<file path="src/rtl/phy_irq_pkg.sv">
package phy_irq_pkg;
  localparam int REG_W    = 16;
  localparam int EVT_N    = 7;
  localparam int LVL_N    = 3;
  localparam int PEND_LSB = 8;
  localparam int EN_LSB   = 0;
  localparam int CTL_OE   = 0;
  localparam int CTL_GEN  = 1;
  localparam int CTL_TEST = 2;
  localparam int CTL_N    = 3;
  localparam logic SEL_CTRL = 1'b0;
  localparam logic SEL_STAT = 1'b1;

  // Status view: pending bits above, enable bits below, gaps read zero.
  function automatic logic [REG_W-1:0] pack_status(input logic [EVT_N-1:0] pend,
                                                   input logic [EVT_N-1:0] en);
    logic [REG_W-1:0] v;
    v = '0;
    v[PEND_LSB +: EVT_N] = pend;
    v[EN_LSB +: EVT_N]   = en;
    return v;
  endfunction

  function automatic logic irq_level(input logic test, input logic gen,
                                     input logic [EVT_N-1:0] pend,
                                     input logic [EVT_N-1:0] en);
    return test | (gen & (|(pend & en)));
  endfunction
endpackage

</file>
<file path="src/rtl/irq_change_detect.sv">
module irq_change_detect #(
  parameter int W = 3
) (
  input  logic         clk,
  input  logic         rst_n,
  input  logic [W-1:0] lvl,
  output logic [W-1:0] chg
);
  logic [W-1:0] prev;

  // The previous value tracks the input during reset too, so a level that is
  // steady across reset release raises no change.
  always_ff @(posedge clk) prev <= lvl;

  assign chg = lvl ^ prev;

  a_r3_change_seen: assert property (@(posedge clk) disable iff (!rst_n)
    (lvl != $past(lvl)) |-> (chg == (lvl ^ $past(lvl))));
endmodule

</file>
<file path="src/rtl/irq_pending_bank.sv">
module irq_pending_bank #(
  parameter int N = 7
) (
  input  logic         clk,
  input  logic         rst_n,
  input  logic [N-1:0] evt,
  input  logic         clr,
  output logic [N-1:0] pend
);
  always_ff @(posedge clk) begin
    if (!rst_n) pend <= '0;
    else        pend <= (clr ? '0 : pend) | evt;
  end

  a_r2_event_latches: assert property (@(posedge clk) disable iff (!rst_n)
    (|evt) |=> ((pend & $past(evt)) == $past(evt)));
  a_r4_read_clears: assert property (@(posedge clk) disable iff (!rst_n)
    (clr && evt == '0) |=> (pend == '0));
  a_r4_holds: assert property (@(posedge clk) disable iff (!rst_n)
    (!clr && evt == '0) |=> $stable(pend));
endmodule

</file>
<file path="src/rtl/irq_ctrl_regs.sv">
module irq_ctrl_regs
  import phy_irq_pkg::*;
(
  input  logic             clk,
  input  logic             rst_n,
  input  logic             wr,
  input  logic             sel,
  input  logic [REG_W-1:0] wdata,
  output logic [EVT_N-1:0] en,
  output logic [CTL_N-1:0] ctl
);
  always_ff @(posedge clk) begin
    if (!rst_n) begin
      en  <= '0;
      ctl <= '0;
    end else if (wr) begin
      if (sel == SEL_STAT) en  <= wdata[EN_LSB +: EVT_N];
      else                 ctl <= wdata[CTL_N-1:0];
    end
  end

  a_r1_quiet_after_reset: assert property (@(posedge clk)
    $rose(rst_n) |-> (en == '0 && ctl == '0));
endmodule

</file>
<file path="src/rtl/phy_irq_ctrl.sv">
module phy_irq_ctrl
  import phy_irq_pkg::*;
(
  input  logic             clk,
  input  logic             rst_n,
  input  logic             reg_sel,
  input  logic             reg_wr,
  input  logic             reg_rd,
  input  logic [REG_W-1:0] reg_wdata,
  output logic [REG_W-1:0] reg_rdata,
  input  logic             ev_energy,
  input  logic             ev_an_done,
  input  logic             ev_fc_half,
  input  logic             ev_rxerr_half,
  input  logic             lvl_link,
  input  logic             lvl_speed,
  input  logic             lvl_duplex,
  output logic             irq_n,
  output logic             irq_oe
);
  logic [LVL_N-1:0] lvl_chg;
  logic [EVT_N-1:0] evt_all;
  logic [EVT_N-1:0] pend;
  logic [EVT_N-1:0] en;
  logic [CTL_N-1:0] ctl;
  logic             stat_read;
  logic             irq_act;

  irq_change_detect #(.W(LVL_N)) u_chg (
    .clk(clk), .rst_n(rst_n),
    .lvl({lvl_link, lvl_speed, lvl_duplex}),
    .chg(lvl_chg)
  );

  // Event order, top to bottom: energy, link, speed, duplex, an_done, fc, rxerr.
  assign evt_all   = {ev_energy, lvl_chg, ev_an_done, ev_fc_half, ev_rxerr_half};
  assign stat_read = reg_rd && (reg_sel == SEL_STAT);

  irq_pending_bank #(.N(EVT_N)) u_pend (
    .clk(clk), .rst_n(rst_n), .evt(evt_all), .clr(stat_read), .pend(pend)
  );

  irq_ctrl_regs u_regs (
    .clk(clk), .rst_n(rst_n), .wr(reg_wr), .sel(reg_sel),
    .wdata(reg_wdata), .en(en), .ctl(ctl)
  );

  always_comb begin
    if (reg_sel == SEL_STAT) reg_rdata = pack_status(pend, en);
    else                     reg_rdata = {{(REG_W-CTL_N){1'b0}}, ctl};
  end

  assign irq_act = irq_level(ctl[CTL_TEST], ctl[CTL_GEN], pend, en);
  assign irq_oe  = ctl[CTL_OE];
  assign irq_n   = ctl[CTL_OE] ? ~irq_act : 1'b1;

  a_r8_test_forces: assert property (@(posedge clk) disable iff (!rst_n)
    ctl[CTL_TEST] |-> irq_act);
  a_r7_needs_global: assert property (@(posedge clk) disable iff (!rst_n)
    (!ctl[CTL_TEST] && !ctl[CTL_GEN]) |-> !irq_act);
  a_r9_pin_released: assert property (@(posedge clk) disable iff (!rst_n)
    !irq_oe |-> irq_n);
  a_r6_reserved_zero: assert property (@(posedge clk) disable iff (!rst_n)
    (reg_rdata[15] == 1'b0 && reg_rdata[7] == 1'b0));
  a_r10_ctrl_read_keeps: assert property (@(posedge clk) disable iff (!rst_n)
    (reg_rd && reg_sel == SEL_CTRL && evt_all == '0) |=> $stable(pend));
endmodule

</file>
<file path="config.mk">
export PLATFORM = sky130hd
export DESIGN_NAME = phy_irq_ctrl
export DESIGN_NICKNAME = d
export VERILOG_FILES = /design/src/rtl/phy_irq_pkg.sv /design/src/rtl/irq_change_detect.sv /design/src/rtl/irq_pending_bank.sv /design/src/rtl/irq_ctrl_regs.sv /design/src/rtl/phy_irq_ctrl.sv
export SDC_FILE = /design/constraint.sdc
export NUM_CORES = 1
export LEC_CHECK = 0
export ABC_AREA = 1
export ABC_CLOCK_PERIOD_IN_PS = 1050
export BUFFER_PORTS_ARGS = -buffer_cell sky130_fd_sc_hd__buf_2
export CORE_MARGIN = 4
export CORE_UTILIZATION = 32
export DETAILED_ROUTE_END_ITERATION = 7
export PLACE_DENSITY = 0.57
export SLEW_MARGIN = 30
export SYNTH_ARGS = -nofsm -noshare
export SYNTH_HDL_FRONTEND = slang
export SYNTH_SLANG_ARGS = --single-unit
</file>
<file path="constraint.sdc">
create_clock -name clk -period 1.05 [get_ports clk]
set_clock_uncertainty 0.15 [all_clocks]
set_input_delay 0.0525 -clock clk [delete_from_list [all_inputs] [get_ports clk]]
set_output_delay 0.0525 -clock clk [all_outputs]
set_load 0.02 [all_outputs]
</file>
==> After elaboration in Yosys (flattened, before gate mapping) <==
Index checks and enable logic that the tools add are counted.
{ "totals": {"regBits": 20, "memories": 0, "mem_bits_ro": 0, "word_cells": 18, "ramBits": 0, "latchBits": 0, "input_bits": 28} }
{ "op_classes": {"eq_ne": 0, "bitwise_logic": 7, "n_mul": 0, "n_mux": 3, "n_reduce_logical": 4, "shift": 0, "addsub": 0, "n_div": 0, "n_lt_le_gt_ge": 0} }
{ "ops": {"columns": ["op", "count"], "rows": [
  ["15-bit two-way mux", 1],
  ["7-bit bitwise AND", 1],
  ["7-bit two-way mux", 1],
  ["7-bit bitwise OR", 1],
  ["7-bit OR reduction", 1],
  ["2-bit AND reduction", 2],
  ["3-bit bitwise XOR", 1],
  ["1-bit NOT", 2],
  ["1-bit bitwise AND", 1],
  ["1-bit logical AND", 1],
  ["1-bit two-way mux", 1],
  ["1-bit bitwise OR", 1]
]} }

==> Logic depth before layout (Yosys ltp) <==
{ "logic_depth": {"depth_word": 6, "ltp_mapped": 7} }

==> By module <==
From an unflattened synthesis, not the netlist that was laid out.
{ "unflattened": {"cells_unflattened": 152, "hier_area_um2": 982.2} }
{ "by_module_without_submodules": {"columns": ["mod", "cells_each", "instances", "area_each_um2"], "rows": [
  ["irq_ctrl_regs", 53, 1, 396.6],
  ["irq_pending_bank", 30, 1, 235.2],
  ["phy_irq_ctrl", 51, 1, 234.0],
  ["irq_change_detect", 18, 1, 116.4]
]} }

==> Worst setup path after synthesis <==
Ideal clock, no wire load.
{ "synth_timing": {"kind": "register -> output", "startpoint": "reg u_regs.ctl[2]", "endpoint": "out reg_rdata[2]", "path_stages_with_launch": 3, "arrival_time_ns": 0.812, "setup_slack_ns": 0.035, "cell_sequence": "dfxtp_1 > inv_1 > o21ai_0"} }
{ "synth_via": {"elab_chain_cells": 1} }
{ "synth_lines": {"columns": ["item", "line_no", "source"], "rows": [
  ["start, declared", "irq_ctrl_regs.sv:10", "output logic [CTL_N-1:0] ctl"],
  ["start signal, assigned", "irq_ctrl_regs.sv:18", "else ctl <= wdata[CTL_N-1:0];"],
  ["15-bit two-way mux", "phy_irq_ctrl.sv:49", "if (reg_sel == SEL_STAT) reg_rdata = pack_status(pend, en);"],
  ["end, declared", "phy_irq_ctrl.sv:10", "output logic [REG_W-1:0] reg_rdata,"]
]} }
Every way passes these cells.

==> Worst setup path after layout <==
{ "layout_timing": {"startpoint": "reg u_pend.pend[2]", "endpoint": "out irq_n"} }
{ "layout_via": {"elab_chain_cells": 6} }
{ "layout_lines": {"columns": ["item", "line_no", "source"], "rows": [
  ["start, declared", "irq_pending_bank.sv:8", "output logic [N-1:0] pend"],
  ["start signal, assigned", "irq_pending_bank.sv:12", "else pend <= (clr ? '0 : pend) | evt;"],
  ["7-bit bitwise AND", "phy_irq_pkg.sv:27", "return test | (gen & (|(pend & en)));"],
  ["7-bit OR reduction", "phy_irq_pkg.sv:27", null],
  ["1-bit bitwise AND", "phy_irq_pkg.sv:27", null],
  ["1-bit bitwise OR", "phy_irq_pkg.sv:27", null],
  ["1-bit NOT", "phy_irq_ctrl.sv:55", "assign irq_n = ctl[CTL_OE] ? ~irq_act : 1'b1;"],
  ["1-bit two-way mux", "phy_irq_ctrl.sv:55", null],
  ["end, declared", "phy_irq_ctrl.sv:18", "output logic irq_n,"]
]} }
Every way passes these cells.

==> metrics.log <==
INFO  metric run_status = complete, but fails checks
INFO  metric violated_checks = negative hold slack, negative setup slack
INFO  metric insertion_delay = 0.29 ns
INFO  metric largest_net_degree_at_the_start_of_global_routing = 15
INFO  metric place_area = 1210 um^2
INFO  metric cts.reportedPaths.clkPinSlew = 0.11 ns
INFO  metric post_synth_fa_ha_maj_area_fraction = 0%
INFO  metric synth.distinct_cells = 17
INFO  metric totalWireLength = 2540 um
INFO  metric grt_pass1_vias = 936
INFO  metric drt_pass1_iterations = 4
INFO  metric final.period_utilization = 134%
INFO  metric cts-buffers-inserted = 3
INFO  metric cts_tree = built
INFO  metric detail_route.iter0.violations = 13
INFO  metric cts_htree_levels = 1
INFO  metric n_antenna_cell = 0
INFO  metric synthesis.area = 928 um^2
INFO  metric post_synth_xor_area_fraction = 0%
INFO  metric setup_tns = -2.01 ns
INFO  metric post-route-drc-count = 0
INFO  metric slew_viol_final = 0
INFO  metric num-nets-final = 236
INFO  metric area_delta_synth_final = 81.9%
INFO  metric antenna_found_initial = 0
INFO  metric cp-end-kind = output port
INFO  metric synth.area.mux_share = 0%
INFO  metric worst-endpoint-arrival = 1.20 ns
INFO  metric critical_path.startpoint_type = flop
INFO  metric final_core_util = about three fifths
INFO  metric dp_worst_setup_slack = -0.0400 ns
INFO  metric post_drt_via_cell_ratio = 4.43
INFO  metric combinational_family_with_the_most_area_after_synthesis = simple AND/OR/NAND/NOR gates
INFO  metric gp_routability_congestion = between 0.7 and 0.8
INFO  metric portBuffers = 34
INFO  metric fp.dieW = around 62 um
INFO  metric fmax = 0.711 GHz
INFO  metric post-route-min-period = 1.41 ns
INFO  metric yosys.area_share.simple = 33.6%
INFO  metric gr-usage-all-layers = 13.8%
INFO  metric finish.instance_area = 1690 um^2
INFO  metric report.power.total = 1.74 mW
INFO  metric dieHeight = approximately 62 um
INFO  metric max_cap_violations = 0
INFO  metric cp_data_required_time = 0.85 ns
INFO  metric groute.layer.met1.usage = between 10% and 20%
INFO  metric detailedPlacementHpwl = ~1700 um
INFO  metric grt_overflow = 0
INFO  metric hp-class = in2reg
INFO  metric gr-max-usage-layer = met2
INFO  metric wire_length_per_cell = 10.7 um
INFO  metric cts.path.max_buffers = 2
INFO  metric synthCells = approximately 140
INFO  metric hold_violations = 2
INFO  metric finalSetupViolations = 15
INFO  metric design.core.area = 2760 um^2
INFO  metric unrepaired_setup_endpoints_after_global_routing = true
INFO  metric boundaryPins = 46
INFO  metric worst_hold_slack = -0.0514 ns
INFO  metric route.vias.total = around 1000
INFO  metric synth_area_per_cell = between 6 and 7 um^2
INFO  metric drive_above_1_share = just over 50%
INFO  metric power_leakage = between 0.9 and 1 nW
INFO  metric number_of_non_filler_instances_in_the_completed_layout = 237
INFO  metric ctsRootBufferMaster = sky130_fd_sc_hd__clkbuf_4
INFO  metric synth-seq-cells = 20
INFO  metric worst_ir_drop_vdd = 1.10 mV
INFO  metric compound_gate_fraction_of_synth_area = under 10%
INFO  metric timing.final.ws_setup = -0.356 ns
INFO  metric grt_first_pass_wirelength = 3920 um
INFO  metric rows = 19
INFO  metric total_die_area = 3830 um^2
INFO  metric globalRouteMet3Util = 3.72%
INFO  metric cts_sinks = 20
INFO  metric dpl.cell_count = between 200 and 250
INFO  metric ys_warn_count = 0
INFO  metric synth.yosys.seq_area_share = between 40% and 50%
INFO  metric critical_path_class = reg2out
INFO  metric cp_max_fo = 2
INFO  metric power_per_standard_cell_area = 1030 nW/um^2
INFO  metric grt_util_met2 = between 20% and 30%
INFO  metric initial_standard_cell_utilization_of_the_core = 33.7%
INFO  metric drtAntennaViolNets = 0
==> timing repair <==
item / in CTS / in global routing
hold buffers: 17 / 3
setup endpoints to repair: 16 / 26
pin swaps: 5 / 2
gates resized for setup: 73 / 33
cloned: 0 / 0
buffers inserted: 4 / 4
hold endpoints to repair: 20 / 4
==> worst max-delay path: stages (launching register included) <==
cell                      delay (ns)
sky130_fd_sc_hd__dfxtp_2        0.34
sky130_fd_sc_hd__nand2_1        0.06
sky130_fd_sc_hd__nand2_1        0.05
sky130_fd_sc_hd__nor2_1         0.09
sky130_fd_sc_hd__nand2_1        0.07
sky130_fd_sc_hd__nand2_1        0.07
sky130_fd_sc_hd__nand2_1        0.05
sky130_fd_sc_hd__nand2_1        0.06
sky130_fd_sc_hd__buf_6          0.11
==> path summary, 6_finish.rpt <==
path | endpoint | slack [ns] | depth (start not counted) | start
max | irq_n | -0.36 | 8 | u_pend.pend[2]
min | u_pend.pend[5] | -0.05 | 5 | lvl_link
max reg2reg | u_pend.pend[5] | 0.07 | 5 | u_chg.prev[2]
min reg2reg | u_regs.ctl[2] | 0.34 | 2 | u_regs.ctl[2]
==> cells in the mapped netlist <==
cell                       instances  area, um^2
sky130_fd_sc_hd__nand2_1          41         154
sky130_fd_sc_hd__nor2_1           24        90.1
sky130_fd_sc_hd__dfxtp_1          20         400
sky130_fd_sc_hd__inv_1            20        75.1
sky130_fd_sc_hd__o21ai_0          10        50.1
sky130_fd_sc_hd__a21oi_1           5        25.0
sky130_fd_sc_hd__buf_4             3        22.5
sky130_fd_sc_hd__nand2_4           3        33.8
sky130_fd_sc_hd__nand3_1           3        15.0
sky130_fd_sc_hd__or2_2             3        18.8
sky130_fd_sc_hd__buf_2             1        5.00
sky130_fd_sc_hd__buf_6             1        11.3
sky130_fd_sc_hd__clkinv_4          1        8.76
sky130_fd_sc_hd__conb_1            1        3.75
sky130_fd_sc_hd__inv_2             1        3.75
sky130_fd_sc_hd__inv_4             1        6.26
sky130_fd_sc_hd__o21ai_1           1        5.00
==> routing by layer <==
layer	part of all wire, %	vias to the layer above	routed length, um
met5	0	-	0
met4	0.43	0	11
met3	5.3	2	134
met2	50	30	1280
met1	44	464	1120
li1	-	553	-
==> cell type report <==
type	count	area (um^2)
Tap cell	31	38.8
Clock buffer	3	22.5
Multi-Input combinational cell	92	494
Fill cell	248	1070
Timing Repair Buffer	68	618
Inverter	23	96.3
Sequential cell	20	419
==> sequential cells by signal, summed over array words and instances (netlist names) <==
name         cells
u_regs.en        7
u_pend.pend      7
u_regs.ctl       3
u_chg.prev       3
==> cells by family after synthesis <==
logic type      count (synthesis)
compound gates                 16
buf+inv                        28
flops                          20
other cells                     1
simple gates                   74
==> report_power, final <==
| part | internal [mW] | switching (mW) |
|---|---|---|
| logic | 0.272 | 0.252 |
| registers | 0.819 | 0.0310 |
| clock network | 0.134 | 0.227 |
==> layout by cell type (no fill, tap or decap) <==
cell,instances
sky130_fd_sc_hd__a21oi_1,5
sky130_fd_sc_hd__buf_2,15
sky130_fd_sc_hd__buf_4,7
sky130_fd_sc_hd__buf_6,26
sky130_fd_sc_hd__clkbuf_4,5
sky130_fd_sc_hd__conb_1,2
sky130_fd_sc_hd__dfxtp_1,5
sky130_fd_sc_hd__dfxtp_2,15
sky130_fd_sc_hd__dlygate4sd3_1,17
sky130_fd_sc_hd__dlymetal6s4s_1,1
sky130_fd_sc_hd__inv_1,9
sky130_fd_sc_hd__inv_2,12
sky130_fd_sc_hd__inv_4,1
sky130_fd_sc_hd__inv_8,1
sky130_fd_sc_hd__nand2_1,25
sky130_fd_sc_hd__nand2_2,8
sky130_fd_sc_hd__nand2_4,10
sky130_fd_sc_hd__nand2_8,1
sky130_fd_sc_hd__nand3_1,3
sky130_fd_sc_hd__nor2_1,23
sky130_fd_sc_hd__nor2_2,1
sky130_fd_sc_hd__o21ai_0,6
sky130_fd_sc_hd__o21ai_1,4
sky130_fd_sc_hd__o21ai_2,1
sky130_fd_sc_hd__or2_2,3
No activity file was read; power rests on OpenSTA's default activity.
